--- config.mk ---
export PLATFORM = sky130hd
export DESIGN_NAME = mcnt_csr_unit
export DESIGN_NICKNAME = d
export VERILOG_FILES = /design/src/rtl/mcnt_pkg.sv /design/src/rtl/mcnt_decode.sv /design/src/rtl/mcnt_counter.sv /design/src/rtl/mcnt_csr_unit.sv
export SDC_FILE = /design/constraint.sdc
export NUM_CORES = 1
export LEC_CHECK = 0
export BUFFER_PORTS_ARGS = -buffer_cell sky130_fd_sc_hd__buf_2
export CORE_MARGIN = 5
export CORE_UTILIZATION = 40
export CTS_CLUSTER_SIZE = 16
export DETAILED_ROUTE_END_ITERATION = 8
export PLACE_DENSITY = 0.57
export SLEW_MARGIN = 20
export SYNTH_ARGS = -nofsm -noshare
export SYNTH_HDL_FRONTEND = slang
export SYNTH_SLANG_ARGS = --single-unit
--- constraint.sdc ---
create_clock -name clk -period 5.3 [get_ports clk]
set_input_delay 0.53 -clock clk [delete_from_list [all_inputs] [get_ports clk]]
set_output_delay 0.53 -clock clk [all_outputs]
set_load 0.01 [all_outputs]
--- src/rtl/mcnt_pkg.sv ---
package mcnt_pkg;

    localparam int CSR_AW = 12;

    // address bits [11:5] select a 32-entry bank
    localparam logic [6:0] BANK_M_LO = 7'h58;  // 0xB00
    localparam logic [6:0] BANK_M_HI = 7'h5C;  // 0xB80
    localparam logic [6:0] BANK_U_LO = 7'h60;  // 0xC00
    localparam logic [6:0] BANK_U_HI = 7'h64;  // 0xC80

    localparam logic [4:0] SLOT_CYCLE   = 5'd0;
    localparam logic [4:0] SLOT_TIMER   = 5'd1;
    localparam logic [4:0] SLOT_INSTRET = 5'd2;

    typedef enum logic [1:0] {
        SEL_CYCLE   = 2'd0,
        SEL_INSTRET = 2'd1,
        SEL_ZERO    = 2'd2,
        SEL_NONE    = 2'd3
    } sel_e;

    typedef struct packed {
        sel_e sel;
        logic hi;
        logic user;
        logic illegal;
    } dec_t;

endpackage

--- src/rtl/mcnt_decode.sv ---
module mcnt_decode
    import mcnt_pkg::*;
#(
    parameter bit USER_COPIES = 1'b1
) (
    input  logic [CSR_AW-1:0] addr,
    output dec_t              dec
);

    logic [6:0] bank;
    logic [4:0] slot;
    logic       in_mach;
    logic       in_user;

    always_comb begin
        bank    = addr[CSR_AW-1:5];
        slot    = addr[4:0];
        in_mach = (bank == BANK_M_LO) || (bank == BANK_M_HI);
        in_user = (bank == BANK_U_LO) || (bank == BANK_U_HI);

        dec         = '0;
        dec.sel     = SEL_NONE;
        dec.hi      = addr[7];
        dec.user    = in_user;
        dec.illegal = 1'b0;

        if (in_mach || (in_user && USER_COPIES)) begin
            if (slot == SLOT_CYCLE)        dec.sel = SEL_CYCLE;
            else if (slot == SLOT_INSTRET) dec.sel = SEL_INSTRET;
            else if (slot == SLOT_TIMER)   dec.sel = SEL_NONE;
            else                           dec.sel = SEL_ZERO;
        end

        if (in_user && (!USER_COPIES || slot == SLOT_TIMER)) begin
            dec.sel     = SEL_NONE;
            dec.illegal = 1'b1;
        end
    end

endmodule

--- src/rtl/mcnt_counter.sv ---
module mcnt_counter #(
    parameter int XLEN = 32
) (
    input  logic              clk,
    input  logic              rst,
    input  logic              inc,
    input  logic              wr_lo,
    input  logic              wr_hi,
    input  logic [XLEN-1:0]   wdata,
    output logic [2*XLEN-1:0] value
);

    localparam int CW = 2 * XLEN;

    typedef struct packed {
        logic [CW-1:0] cnt;
    } cnt_state_t;

    cnt_state_t st_d, st_q;

    always_comb begin
        st_d     = st_q;
        st_d.cnt = st_q.cnt + {{(CW-1){1'b0}}, inc};
        if (wr_lo) st_d.cnt[XLEN-1:0]  = wdata;
        if (wr_hi) st_d.cnt[CW-1:XLEN] = wdata;
        if (rst)   st_d.cnt            = '0;
    end

    always_ff @(posedge clk) begin
        st_q <= st_d;
    end

    assign value = st_q.cnt;

    AST_CNT_CLEAR: assert property (@(posedge clk)
        rst |=> (value == '0));

    AST_CNT_STEP: assert property (@(posedge clk) disable iff (rst)
        (!wr_lo && !wr_hi) |=> (value == $past(value) + {{(CW-1){1'b0}}, $past(inc)}));

    AST_CNT_CARRY: assert property (@(posedge clk) disable iff (rst)
        (!wr_lo && !wr_hi && inc && (&value[XLEN-1:0]))
        |=> (value[CW-1:XLEN] == XLEN'($past(value[CW-1:XLEN]) + 1'b1)));

    AST_CNT_WR_WINS: assert property (@(posedge clk) disable iff (rst)
        wr_lo |=> (value[XLEN-1:0] == $past(wdata)));

endmodule

--- src/rtl/mcnt_csr_unit.sv ---
module mcnt_csr_unit
    import mcnt_pkg::*;
#(
    parameter int XLEN        = 32,
    parameter bit USER_COPIES = 1'b1
) (
    input  logic              clk,
    input  logic              rst,
    input  logic [11:0]       csr_addr,
    input  logic              csr_rd,
    input  logic              csr_wr,
    input  logic [XLEN-1:0]   csr_wdata,
    input  logic              retire,
    output logic [XLEN-1:0]   csr_rdata,
    output logic              csr_illegal
);

    localparam int CW      = 2 * XLEN;
    localparam int NCNT    = 2;
    localparam int IDX_CYC = 0;
    localparam int IDX_INS = 1;

    dec_t            dec;
    logic [NCNT-1:0] cnt_inc;
    logic [NCNT-1:0] cnt_wr_lo;
    logic [NCNT-1:0] cnt_wr_hi;
    logic [CW-1:0]   cnt_val [NCNT];
    logic            mach_wr;

    mcnt_decode #(.USER_COPIES(USER_COPIES)) u_dec (
        .addr (csr_addr),
        .dec  (dec)
    );

    always_comb begin
        cnt_inc[IDX_CYC] = 1'b1;
        cnt_inc[IDX_INS] = retire;
        mach_wr = csr_wr && !dec.user && !dec.illegal;
        for (int i = 0; i < NCNT; i++) begin
            cnt_wr_lo[i] = mach_wr && (dec.sel == sel_e'(2'(i))) && !dec.hi;
            cnt_wr_hi[i] = mach_wr && (dec.sel == sel_e'(2'(i))) &&  dec.hi;
        end
    end

    generate
        for (genvar g = 0; g < NCNT; g++) begin : g_cnt
            mcnt_counter #(.XLEN(XLEN)) u_cnt (
                .clk   (clk),
                .rst   (rst),
                .inc   (cnt_inc[g]),
                .wr_lo (cnt_wr_lo[g]),
                .wr_hi (cnt_wr_hi[g]),
                .wdata (csr_wdata),
                .value (cnt_val[g])
            );
        end
    endgenerate

    always_comb begin
        csr_rdata = '0;
        if (csr_rd && !dec.illegal) begin
            case (dec.sel)
                SEL_CYCLE:   csr_rdata = dec.hi ? cnt_val[IDX_CYC][CW-1:XLEN]
                                                : cnt_val[IDX_CYC][XLEN-1:0];
                SEL_INSTRET: csr_rdata = dec.hi ? cnt_val[IDX_INS][CW-1:XLEN]
                                                : cnt_val[IDX_INS][XLEN-1:0];
                default:     csr_rdata = '0;
            endcase
        end
        csr_illegal = ((csr_rd || csr_wr) && dec.illegal) || (csr_wr && dec.user);
    end

    AST_USER_WR_TRAP: assert property (@(posedge clk) disable iff (rst)
        (csr_wr && csr_addr[11:8] == 4'hC && csr_addr[6:5] == 2'b00) |-> csr_illegal);

    AST_TIMER_TRAP: assert property (@(posedge clk) disable iff (rst)
        ((csr_rd || csr_wr) && csr_addr[11:8] == 4'hC && csr_addr[6:0] == 7'd1)
        |-> (csr_illegal && csr_rdata == '0));

    AST_PERF_ZERO: assert property (@(posedge clk) disable iff (rst)
        (csr_rd && !csr_wr && csr_addr[11:8] == 4'hB && csr_addr[6:5] == 2'b00 && csr_addr[4:0] > 5'd2)
        |-> (csr_rdata == '0 && !csr_illegal));

    AST_FOREIGN_QUIET: assert property (@(posedge clk) disable iff (rst)
        (csr_addr[11:8] != 4'hB && csr_addr[11:8] != 4'hC) |-> (csr_rdata == '0 && !csr_illegal));

    AST_IDLE_QUIET: assert property (@(posedge clk) disable iff (rst)
        (!csr_rd && !csr_wr) |-> (csr_rdata == '0 && !csr_illegal));

    generate
        if (!USER_COPIES) begin : g_no_user_chk
            AST_NO_USER_TRAP: assert property (@(posedge clk) disable iff (rst)
                ((csr_rd || csr_wr) && csr_addr[11:8] == 4'hC && csr_addr[6:5] == 2'b00)
                |-> (csr_illegal && csr_rdata == '0));
        end
    endgenerate

endmodule

==> results of run 1 <==
==> layer usage <==
layer,track usage [%],up-vias,share of wire [%]
li1,-,3671,-
met1,32.7,3474,49
met2,33.7,199,44
met3,3.86,17,5.4
met4,6.12,0,1.5
met5,0,-,0
==> final timing paths <==
check	start	end	slack, ns	cells past startpoint
worst max register to register	g_cnt[0].u_cnt.value[7]	g_cnt[0].u_cnt.value[63]	2.28	7
worst max-delay path	g_cnt[0].u_cnt.value[7]	g_cnt[0].u_cnt.value[63]	2.28	7
worst min register to register	g_cnt[1].u_cnt.value[58]	g_cnt[1].u_cnt.value[58]	0.59	2
worst min-delay path	csr_wdata[0]	g_cnt[1].u_cnt.value[0]	0.40	3
==> worst max-delay path, delay by kind of cell, from the launching register on <==
family | cells | cell delay [ns]
simple gates | 4 | 1.95
buf+inv | 1 | 0.21
flops | 1 | 0.44
compound gates | 1 | 0.22
xor+xnor | 1 | 0.12
==> synthesized netlist by cell type (4+ instances only) <==
| cell | count | area share, % |
|---|---|---|
| a211oi_1 | 121 | 11 |
| and3_1 | 15 | 1.2 |
| and4_1 | 10 | 1.1 |
| buf_1 | 8 | 0.38 |
| clkbuf_1 | 58 | 2.7 |
| dfxtp_1 | 128 | 32 |
| inv_1 | 17 | 0.80 |
| mux2i_1 | 65 | 8.2 |
| nand2_1 | 49 | 2.3 |
| nand3_1 | 49 | 3.1 |
| nand4_1 | 35 | 2.7 |
| nor2_1 | 200 | 9.4 |
| nor3_1 | 30 | 1.9 |
| nor4_1 | 19 | 1.5 |
| o22a_1 | 32 | 3.5 |
| or3_1 | 4 | 0.31 |
| xnor2_1 | 72 | 7.9 |
| xor2_1 | 51 | 5.6 |
==> report_power, final <==
part	internal [W]	switching (W)	total (W)	leakage [nW]
logic	0.0000322	0.0000598	0.0000919	1.73
registers	0.000966	0.00000582	0.000972	1.03
clock network	0.000722	0.000434	0.00116	0.276
==> layout make-up <==
class,count,share of cell area [%]
Tap cell,265,3.64
Timing Repair Buffer,91,5.33
Clock buffer,24,5.29
Clock inverter,6,0.907
Multi-Input combinational cell,781,56.0
Inverter,17,0.701
Sequential cell,128,28.1
==> per-stage QoR <==
step / hold slack (ns) / setup slack [ns]
floorplan: 0.500 / 2.75
global placement: 0.568 / 2.20
detailed placement: 0.573 / 2.20
CTS: 0.389 / 2.34
global route: 0.391 / 2.11
finish: 0.400 / 2.28
==> logic make-up (layout without fill, tap and decap cells) <==
group	Yosys count	in the layout	share of synthesized area, %
mux	65	65	8.16
buf+inv	85	138	4.03
simple gates	429	429	25.9
xor+xnor	123	123	13.5
fa+ha+maj	3	3	0.471
compound gates	161	161	15.8
flops	128	128	32.1
==> results.py, run 1 <==
metrics = {
    "run_status": {
        "outcome": "completed",
    },
    "die": {
        "die_area_sq_um": 22900,
        "rows": 51,
        "io-pin-count": 82,
        "die_y_um": 151,
        "fp.dieW_um": 151,
        "core_region_area_sq_um": 19500,
        "initial_core_util_pct": 40.8,
    },
    "setup_path": {
        "crit_type": "flip-flop to flip-flop",
        "cp_slowest_stage_delay_ns": 0.75,
        "worstSetupEndpointType": "flip-flop",
        "cp_max_fo": 11,
        "critPathSlowestCell": "nand4_1",
        "cp.arrival_ns": 3.35,
        "start_kind": "flip-flop",
        "path_cells": "nand3_1, nor3_1, buf_4, nand4_1, nor4_1, xnor2_1, a211oi_1",
        "required_ns": 5.63,
    },
    "placed_design": {
        "routabilityCongestion": 0.833,
        "place_area_sq_um": 8540,
        "place_inst": 1282,
        "hpwl_um": 17300,
        "io_buffers": 81,
    },
    "cts": {
        "clkLatencyLatePin_ns": 0.42,
        "root_buffer": "clkbuf_16",
        "numCtsBuffers": 17,
        "clock-sinks": 128,
        "clk_pin_slew_worst_paths_ns": 0.06,
        "cts_resized": 0,
        "cts_buffer_depth": 2,
        "cts_setup_buffers": 0,
        "cts_tree": "yes",
        "cts_hold_buf": 0,
        "h-tree-depth": 4,
    },
    "power_and_ir_drop": {
        "power_density_nw_per_um2": 244,
        "power_w": 0.00222,
        "ir_drop_mv": 0.181,
        "leakagePower_nw": 3.04,
    },
    "routing": {
        "via_count": 7361,
        "drt-initial-drc-count": 591,
        "routedWlPerCell_um": 18.8,
        "drt_wl_total_um": 24600,
        "drc": 0,
        "viasPerCell": 5.61,
        "firstDrtPassIters": 5,
        "drt.antenna.violating_nets": 0,
    },
    "synth": {
        "synth_seq_area_share_pct": 32.1,
        "synth-edff-count": 0,
        "netlist_area_sq_um": 7980,
        "synth_nets": 1046,
        "synth-async-reset-ratio_pct": 0,
        "avgSynthCellArea_sq_um": 8.02,
        "synthFlopType": "dfxtp_1",
        "synthCells": 994,
        "synth-seq-cells": 128,
        "synth.distinct_cells": 38,
        "ys_warn_count": 0,
    },
    "timing": {
        "finalClockSkew_ns": 0.0130,
        "period_minus_slack_ns": 3.02,
        "rsz0062_at_grt": "false",
        "worst_pin_slew_ns": 0.955,
        "slew_headroom_pct": 36.1,
        "fmax_mhz": 331,
        "setup_violations": 0,
        "slew_viol_final": 0,
        "finalSetupTns_ns": 0,
        "hold_viol_final": 0,
        "timing.final.crit_share_pct": 57.0,
    },
    "global_routing": {
        "grt_pass1_vias": 7076,
        "grt_start_max_net_pins": 72,
        "grt_use_total_pct": 22.3,
        "grt_pass1_wl_um": 39900,
        "antenna_found_initial": 0,
        "grt_overflow_total": 0,
    },
    "cells_and_area": {
        "fin_nets": 1088,
        "area_growth_pct": 14.2,
        "mostFrequentLayoutCells": "200 x nor2_1, 128 x dfxtp_1, 121 x a211oi_1, 79 x buf_2, 72 x xnor2_1",
        "n_fill_cell": 2020,
        "drive_above_1_share_pct": 12.5,
        "multi_input_area_sq_um": 5100,
        "final-seq-area_sq_um": 2560,
        "final_common_cell": "nor2_1",
        "diodes": 0,
        "post_layout_nonfiller_instances": 1312,
        "final_util_pct": 46.6,
        "largest_reg_flops": 128,
        "final_cell_area_sq_um": 9110,
    },
    "job": {
        "max_cap_violations": 0,
    },
    "worst_hold_path": {
        "hold_path_class": "primary input to flip-flop",
    },
}
Note: power is estimated with default switching activity, not from simulation.
==> run 2, diff against run 1 <==
--- a/config.mk
+++ b/config.mk
@@ -5,12 +5,13 @@
 export SDC_FILE = /design/constraint.sdc
 export NUM_CORES = 1
 export LEC_CHECK = 0
+export ABC_AREA = 1
 export BUFFER_PORTS_ARGS = -buffer_cell sky130_fd_sc_hd__buf_2
 export CORE_MARGIN = 5
 export CORE_UTILIZATION = 40
 export CTS_CLUSTER_SIZE = 16
 export DETAILED_ROUTE_END_ITERATION = 8
-export PLACE_DENSITY = 0.57
+export PLACE_DENSITY = 0.58
 export SLEW_MARGIN = 20
 export SYNTH_ARGS = -nofsm -noshare
 export SYNTH_HDL_FRONTEND = slang
==> constraint.sdc (replaced) <==
create_clock -name clk -period 2.68 [get_ports clk]
set_input_delay 0.268 -clock clk [delete_from_list [all_inputs] [get_ports clk]]
set_output_delay 0.268 -clock clk [all_outputs]
set_load 0.01 [all_outputs]
==> run 2 against run 1 <==
Compared with the run above:
- maximum frequency rose by 40%
- non-clock buffer count up 6
- total power up 120%
- utilization fell by 0.99 points
- largest cell class unchanged
- largest power group unchanged
- critical path depth increased by 3
- die area increased by 24%
- via count rose by 60%
- combinational power increased to 2.8 times the previous value
==> results.py, run 2 <==
metrics = {
    "run_status": {
        "outcome": "completed",
    },
    "placed_design": {
        "hpwl_um": 33400,
        "place_inst": 2196,
        "routabilityCongestion": 0.999,
        "io_buffers": 81,
        "place_area_sq_um": 10700,
    },
    "die": {
        "io-pin-count": 82,
        "initial_core_util_pct": 40.3,
        "die_y_um": 169,
        "core_region_area_sq_um": 25000,
        "rows": 58,
        "fp.dieW_um": 169,
        "die_area_sq_um": 28400,
    },
    "cts": {
        "cts_resized": 0,
        "cts_tree": "yes",
        "cts_hold_buf": 0,
        "cts_buffer_depth": 2,
        "numCtsBuffers": 17,
        "h-tree-depth": 4,
        "clock-sinks": 128,
        "clk_pin_slew_worst_paths_ns": 0.06,
        "root_buffer": "clkbuf_16",
        "cts_setup_buffers": 0,
        "clkLatencyLatePin_ns": 0.44,
    },
    "power_and_ir_drop": {
        "p_clk_share_pct": 55.5,
        "power_w": 0.00489,
        "seqPwrFrac_pct": 39.3,
        "combPwrFrac_pct": 5.3,
        "switching_share_pct": 24.5,
        "ir_drop_mv": 0.303,
        "power_density_nw_per_um2": 429,
        "internal-power_w": 0.00369,
        "leakagePower_nw": 3.69,
        "p_switching_w": 0.00120,
    },
    "timing": {
        "finalSetupTns_ns": 0,
        "rsz0062_at_grt": "false",
        "period_minus_slack_ns": 2.16,
        "slew_viol_final": 0,
        "finalClockSkew_ns": 0.0152,
        "fmax_mhz": 463,
        "timing.final.crit_share_pct": 80.6,
        "slew_headroom_pct": 33.5,
        "setup_violations": 0,
        "worst_pin_slew_ns": 0.998,
        "hold_viol_final": 0,
    },
    "synth": {
        "synthCells": 1831,
        "synth_seq_area_share_pct": 25.5,
        "synthFlopType": "dfxtp_1",
        "ys_warn_count": 0,
        "synthTopCellsByArea": "dfxtp_1 25%, nand2_1 22%, nor2_1 18%",
        "synth-edff-count": 0,
        "synth_nets": 1883,
        "synth_top_area_share_pct": 25.5,
        "netlist_area_sq_um": 10100,
        "avgSynthCellArea_sq_um": 5.49,
        "synth-async-reset-ratio_pct": 0,
        "synth.distinct_cells": 28,
        "synth-seq-cells": 128,
        "yosysMostFrequentCell": "nand2_1",
        "yosysTopAreaCell": "dfxtp_1",
        "synth_common_cells": "596 x nand2_1, 485 x nor2_1, 157 x o21ai_0",
    },
    "cells_and_area": {
        "final-seq-area_sq_um": 2560,
        "final_cell_area_sq_um": 11400,
        "drive_above_1_share_pct": 8.96,
        "final_common_cell": "nand2_1",
        "area_growth_pct": 13.3,
        "post_layout_nonfiller_instances": 2227,
        "n_fill_cell": 2822,
        "fin_nets": 1937,
        "diodes": 0,
        "mostFrequentLayoutCells": "596 x nand2_1, 485 x nor2_1, 157 x o21ai_0, 128 x dfxtp_1, 121 x inv_1",
        "multi_input_area_sq_um": 6740,
        "final_util_pct": 45.7,
        "largest_reg_flops": 128,
    },
    "routing": {
        "drt.antenna.violating_nets": 0,
        "via_count": 11800,
        "drt-initial-drc-count": 1165,
        "drc": 0,
        "drt_wl_total_um": 43200,
        "viasPerCell": 5.30,
        "routedWlPerCell_um": 19.4,
        "firstDrtPassIters": 5,
    },
    "job": {
        "max_cap_violations": 0,
    },
    "worst_hold_path": {
        "hold_path_class": "primary input to flip-flop",
        "hold_end": "g_cnt[0].u_cnt.value[21]",
        "min_from": "csr_wdata[21]",
        "whs_path_depth": 3,
    },
    "setup_path": {
        "reg2reg_from": "g_cnt[1].u_cnt.value[0]",
        "worstSetupEndpointType": "flip-flop",
        "rr_endpoint": "g_cnt[1].u_cnt.value[38]",
        "crit_type": "flip-flop to flip-flop",
        "required_ns": 3.05,
        "start_kind": "flip-flop",
        "cp_max_fo": 7,
        "reg2reg_depth": 10,
        "r2r_slack_ns": 0.52,
        "cp.arrival_ns": 2.53,
    },
    "global_routing": {
        "grt_start_max_net_pins": 94,
        "antenna_found_initial": 0,
        "grt_pass1_vias": 10800,
        "grt_use_total_pct": 30.0,
        "grt_overflow_total": 0,
        "grt_pass1_wl_um": 65100,
    },
}
## run 2: changes by cell type in the layout (fill, tap and decap cells not counted), moves of 32 or more
cell      previous run  this run
a211oi_1           121         0
xnor2_1             72         8
o21ai_0              0       157
inv_1               17       121
o22a_1              32         0
a21oi_1              2        52
nor2_1             200       485
mux2i_1             65         0
nand2_1             49       596
## run 2: critical path: stages, from the launching register on
cell	delay [ns]
dfxtp_1	0.33
ha_1	0.27
ha_1	0.31
nand3_1	0.19
nor2_2	0.24
nand2_1	0.16
nor2_1	0.23
nand4_1	0.13
nand2_1	0.09
nor2_1	0.04
nor2_1	0.09
## run 2: stage by stage
| stage | setup WS [ns] | hold slack, ns |
|---|---|---|
| after global placement | 0.562 | 0.555 |
| after global routing | 0.263 | 0.159 |
| after CTS | 0.534 | 0.122 |
| final | 0.520 | 0.133 |
| after floorplan | 0.826 | 0.403 |
| after detailed placement | 0.532 | 0.561 |
## run 2: metal layers
layer,track usage (%),vias up,share of wire (%)
met2,44.7,468,41
met3,4.13,36,7.8
met5,0,-,0
met1,45.8,5431,49
met4,6.56,0,1.9
li1,-,5868,-
## run 2: logic make-up after synthesis
| kind of cell | count (synthesis) | synth area share (%) |
|---|---|---|
| AND/OR/NAND/NOR | 1207 | 48.6 |
| AO/OA/AOI/OAI | 256 | 13.4 |
| buffers and inverters | 185 | 7.62 |
| flip-flops | 128 | 25.5 |
| XOR/XNOR | 52 | 4.53 |
| adder cells (fa/ha/maj) | 3 | 0.373 |
## run 2: layout make-up
| cell class | count | area share (%) |
|---|---|---|
| clock inverter | 12 | 1.80 |
| multi-input combinational | 1518 | 59.1 |
| clock buffer | 19 | 3.97 |
| timing repair buffer | 97 | 4.94 |
| sequential | 128 | 22.5 |
| inverter | 123 | 4.08 |
| tap | 330 | 3.62 |
## run 2: power groups by stage
stage          logic (W)  clock network [W]  registers, W
6_report        0.000258            0.00271       0.00192
5_1_grt         0.000278            0.00282       0.00192
4_1_cts         0.000256            0.00273       0.00192
3_5_place_dp    0.000255                  0       0.00196
3_3_place_gp    0.000254                  0       0.00196
2_1_floorplan   0.000130                  0       0.00196
## run 2: worst max path at each step
stage / from / to / cells past startpoint
6_report: g_cnt[1].u_cnt.value[0] / g_cnt[1].u_cnt.value[38] / 10
5_1_grt: g_cnt[1].u_cnt.value[0] / g_cnt[1].u_cnt.value[56] / 11
4_1_cts: g_cnt[1].u_cnt.value[0] / g_cnt[1].u_cnt.value[38] / 10
3_5_place_dp: retire / g_cnt[1].u_cnt.value[56] / 12
3_3_place_gp: retire / g_cnt[1].u_cnt.value[56] / 12
2_1_floorplan: g_cnt[1].u_cnt.value[0] / g_cnt[1].u_cnt.value[56] / 11
==> run 3, diff against run 2 <==
==> constraint.sdc (replaced) <==
create_clock -name clk -period 1.8 [get_ports clk]
set_input_delay 0.18 -clock clk [delete_from_list [all_inputs] [get_ports clk]]
set_output_delay 0.18 -clock clk [all_outputs]
set_load 0.01 [all_outputs]
==> run 3 against run 2 <==
Compared with the run above:
- the run now ends with negative setup slack left
- utilization increased by 6.2 points
- global-route usage increased by 2.0 points
- wire length increased by 8.5%
- cell area increased by 14%
- non-clock buffer count increased by 139
- sequential share of layout area decreased by 2.2 points
- clock power increased by 31%
- total power increased by 40%
- register-to-register slack got worse by 0.48 ns
- via count increased by 6.9%
==> results.py, run 3 (synthesis gave the netlist of run 2 again) <==
metrics = {
    "global_routing": {
        "grt_pass1_wl_um": 69200,
        "antenna_found_initial": 0,
        "grt_start_max_net_pins": 69,
        "grt_pass1_vias": 11500,
        "grt_use_total_pct": 32.0,
        "grt_overflow_total": 0,
    },
    "die": {
        "io-pin-count": 82,
        "die_y_um": 169,
        "rows": 58,
        "die_area_sq_um": 28400,
        "initial_core_util_pct": 40.3,
        "core_region_area_sq_um": 25000,
        "fp.dieW_um": 169,
    },
    "job": {
        "max_cap_violations": 0,
    },
    "placed_design": {
        "place_area_sq_um": 11900,
        "routabilityCongestion": 1.04,
        "hpwl_um": 36200,
        "pre_cts_ws_ns": -0.0253,
        "io_buffers": 81,
        "place_inst": 2327,
    },
    "setup_path": {
        "crit_cells": 10,
        "cp_max_fo": 8,
        "path_delay_family": "buffers and inverters",
        "cp_slowest_stage_delay_ns": 0.22,
        "critPathLaunch": "csr_addr[6]",
        "critPathCapture": "csr_rdata[16]",
        "cp_common_cell": "buf_2",
        "crit_type": "primary input to output pin",
        "critPathSlowestCell": "a21oi_2",
        "required_ns": 1.62,
        "cp.arrival_ns": 1.63,
        "worst-path-buf-inv": 4,
        "worstSetupEndpointType": "output pin",
        "r2r_slack_ns": 0.04,
        "reg2reg_from": "g_cnt[0].u_cnt.value[9]",
        "start_kind": "primary input",
        "reg2reg_depth": 9,
        "path_cells": "buf_2, nor2_2, nand3_1, nand2_4, nand3_4, clkinvlp_4, buf_12, nand2_1, a21oi_2, buf_2",
        "rr_endpoint": "g_cnt[0].u_cnt.value[20]",
    },
    "worst_hold_path": {
        "hold_path_class": "primary input to flip-flop",
    },
    "cells_and_area": {
        "n_fill_cell": 2742,
        "post_layout_nonfiller_instances": 2366,
        "final-seq-area_sq_um": 2620,
        "area_growth_pct": 28.7,
        "multi_input_area_sq_um": 7100,
        "final_cell_area_sq_um": 12900,
        "final_common_cell": "nand2_1",
        "fin_nets": 2076,
        "largest_reg_flops": 128,
        "final_util_pct": 51.9,
        "diodes": 0,
        "drive_above_1_share_pct": 22.3,
        "mostFrequentLayoutCells": "573 x nand2_1, 436 x nor2_1, 138 x buf_4, 118 x o21ai_0, 117 x inv_1",
    },
    "cts": {
        "cts_tree": "yes",
        "cts_buffer_depth": 2,
        "clkLatencyLatePin_ns": 0.44,
        "numCtsBuffers": 17,
        "root_buffer": "clkbuf_16",
        "h-tree-depth": 4,
        "clock-sinks": 128,
        "clk_pin_slew_worst_paths_ns": 0.06,
    },
    "routing": {
        "drt-initial-drc-count": 1380,
        "top_layer_used": "met4",
        "viasPerCell": 5.33,
        "wl_met2_um": 18900,
        "routedWlPerCell_um": 19.8,
        "via_count": 12600,
        "wl_met3_um": 4500,
        "drt_wl_total_um": 46900,
        "drc": 0,
        "firstDrtPassIters": 5,
        "wl_met1_um": 22100,
        "drt.antenna.violating_nets": 0,
    },
    "timing": {
        "finalWorstSetupSlack_ns": -0.00707,
        "finalClockSkew_ns": 0.0157,
        "slew_viol_final": 0,
        "finalSetupTns_ns": -0.00707,
        "slew_headroom_pct": 66.1,
        "timing.final.crit_share_pct": 100,
        "fmax_mhz": 553,
        "hold_viol_final": 0,
        "worst_pin_slew_ns": 0.508,
        "setup_violations": 1,
        "period_minus_slack_ns": 1.81,
    },
    "power_and_ir_drop": {
        "leakagePower_nw": 4.50,
        "power_density_nw_per_um2": 530,
        "ir_drop_mv": 0.551,
    },
    "run_status": {
        "outcome": "finished, violations left",
        "violations": "negative setup slack",
    },
}
run 3: per-stage QoR:
| step | power (W) | hold WS, ns |
|---|---|---|
| floorplan | 0.00311 | 0.315 |
| global placement | 0.00334 | 0.484 |
| detailed placement | 0.00334 | 0.492 |
| CTS | 0.00688 | 0.0376 |
| global route | 0.00704 | 0.0670 |
| finish | 0.00686 | 0.0493 |
run 3: worst register-to-register path, stage by stage, from the launching register on:
cell	delay, ns
dfxtp_1	0.38
nand2_1	0.13
nor2_1	0.24
nand2_1	0.13
nor2_1	0.18
nand2_2	0.15
buf_4	0.18
xor2_1	0.13
nor2_1	0.08
nor2_1	0.05
run 3: repair_timing:
action | in CTS | in global routing
buffers inserted | 0 | 5
hold buffers | 0 | 0
endpoints found under the hold margin | 0 | 0
resized for setup | 31 | 171
pin swaps | 0 | 18
cloned | 0 | 3
endpoints found under the setup margin | 20 | 120
run 3: final cells by class:
type                            count  area share (%)
Multi-Input combinational cell   1518            54.8
Tap cell                          330            3.19
Timing Repair Buffer              236            13.7
Clock buffer                       18            3.31
Inverter                          123            3.61
Clock inverter                     13            1.09
Sequential cell                   128            20.3
run 3: worst min path at each step:
| stage | from | to | slack, ns | cells after the start |
|---|---|---|---|---|
| 2_1_floorplan | csr_wdata[17] | g_cnt[0].u_cnt.value[17] | 0.31 | 2 |
| 3_3_place_gp | csr_wdata[6] | g_cnt[1].u_cnt.value[6] | 0.48 | 3 |
| 3_5_place_dp | csr_wdata[6] | g_cnt[1].u_cnt.value[6] | 0.49 | 3 |
| 4_1_cts | csr_wdata[6] | g_cnt[1].u_cnt.value[6] | 0.04 | 3 |
| 5_1_grt | csr_wdata[12] | g_cnt[0].u_cnt.value[12] | 0.07 | 3 |
| 6_report | csr_wdata[6] | g_cnt[1].u_cnt.value[6] | 0.05 | 3 |
run 3: metal layers:
layer  vias up  global-route usage (%)
li1       6151                       -
met1      5800                    48.1
met2       603                    46.0
met3        62                    5.53
met4         0                    10.6
met5         -                       0
run 3: where the power goes:
group          internal, W  total, W  switching, W  leakage (nW)
registers          0.00284   0.00286     0.0000134          1.06
clock network      0.00204   0.00356       0.00153         0.272
logic             0.000146  0.000446      0.000300          3.17
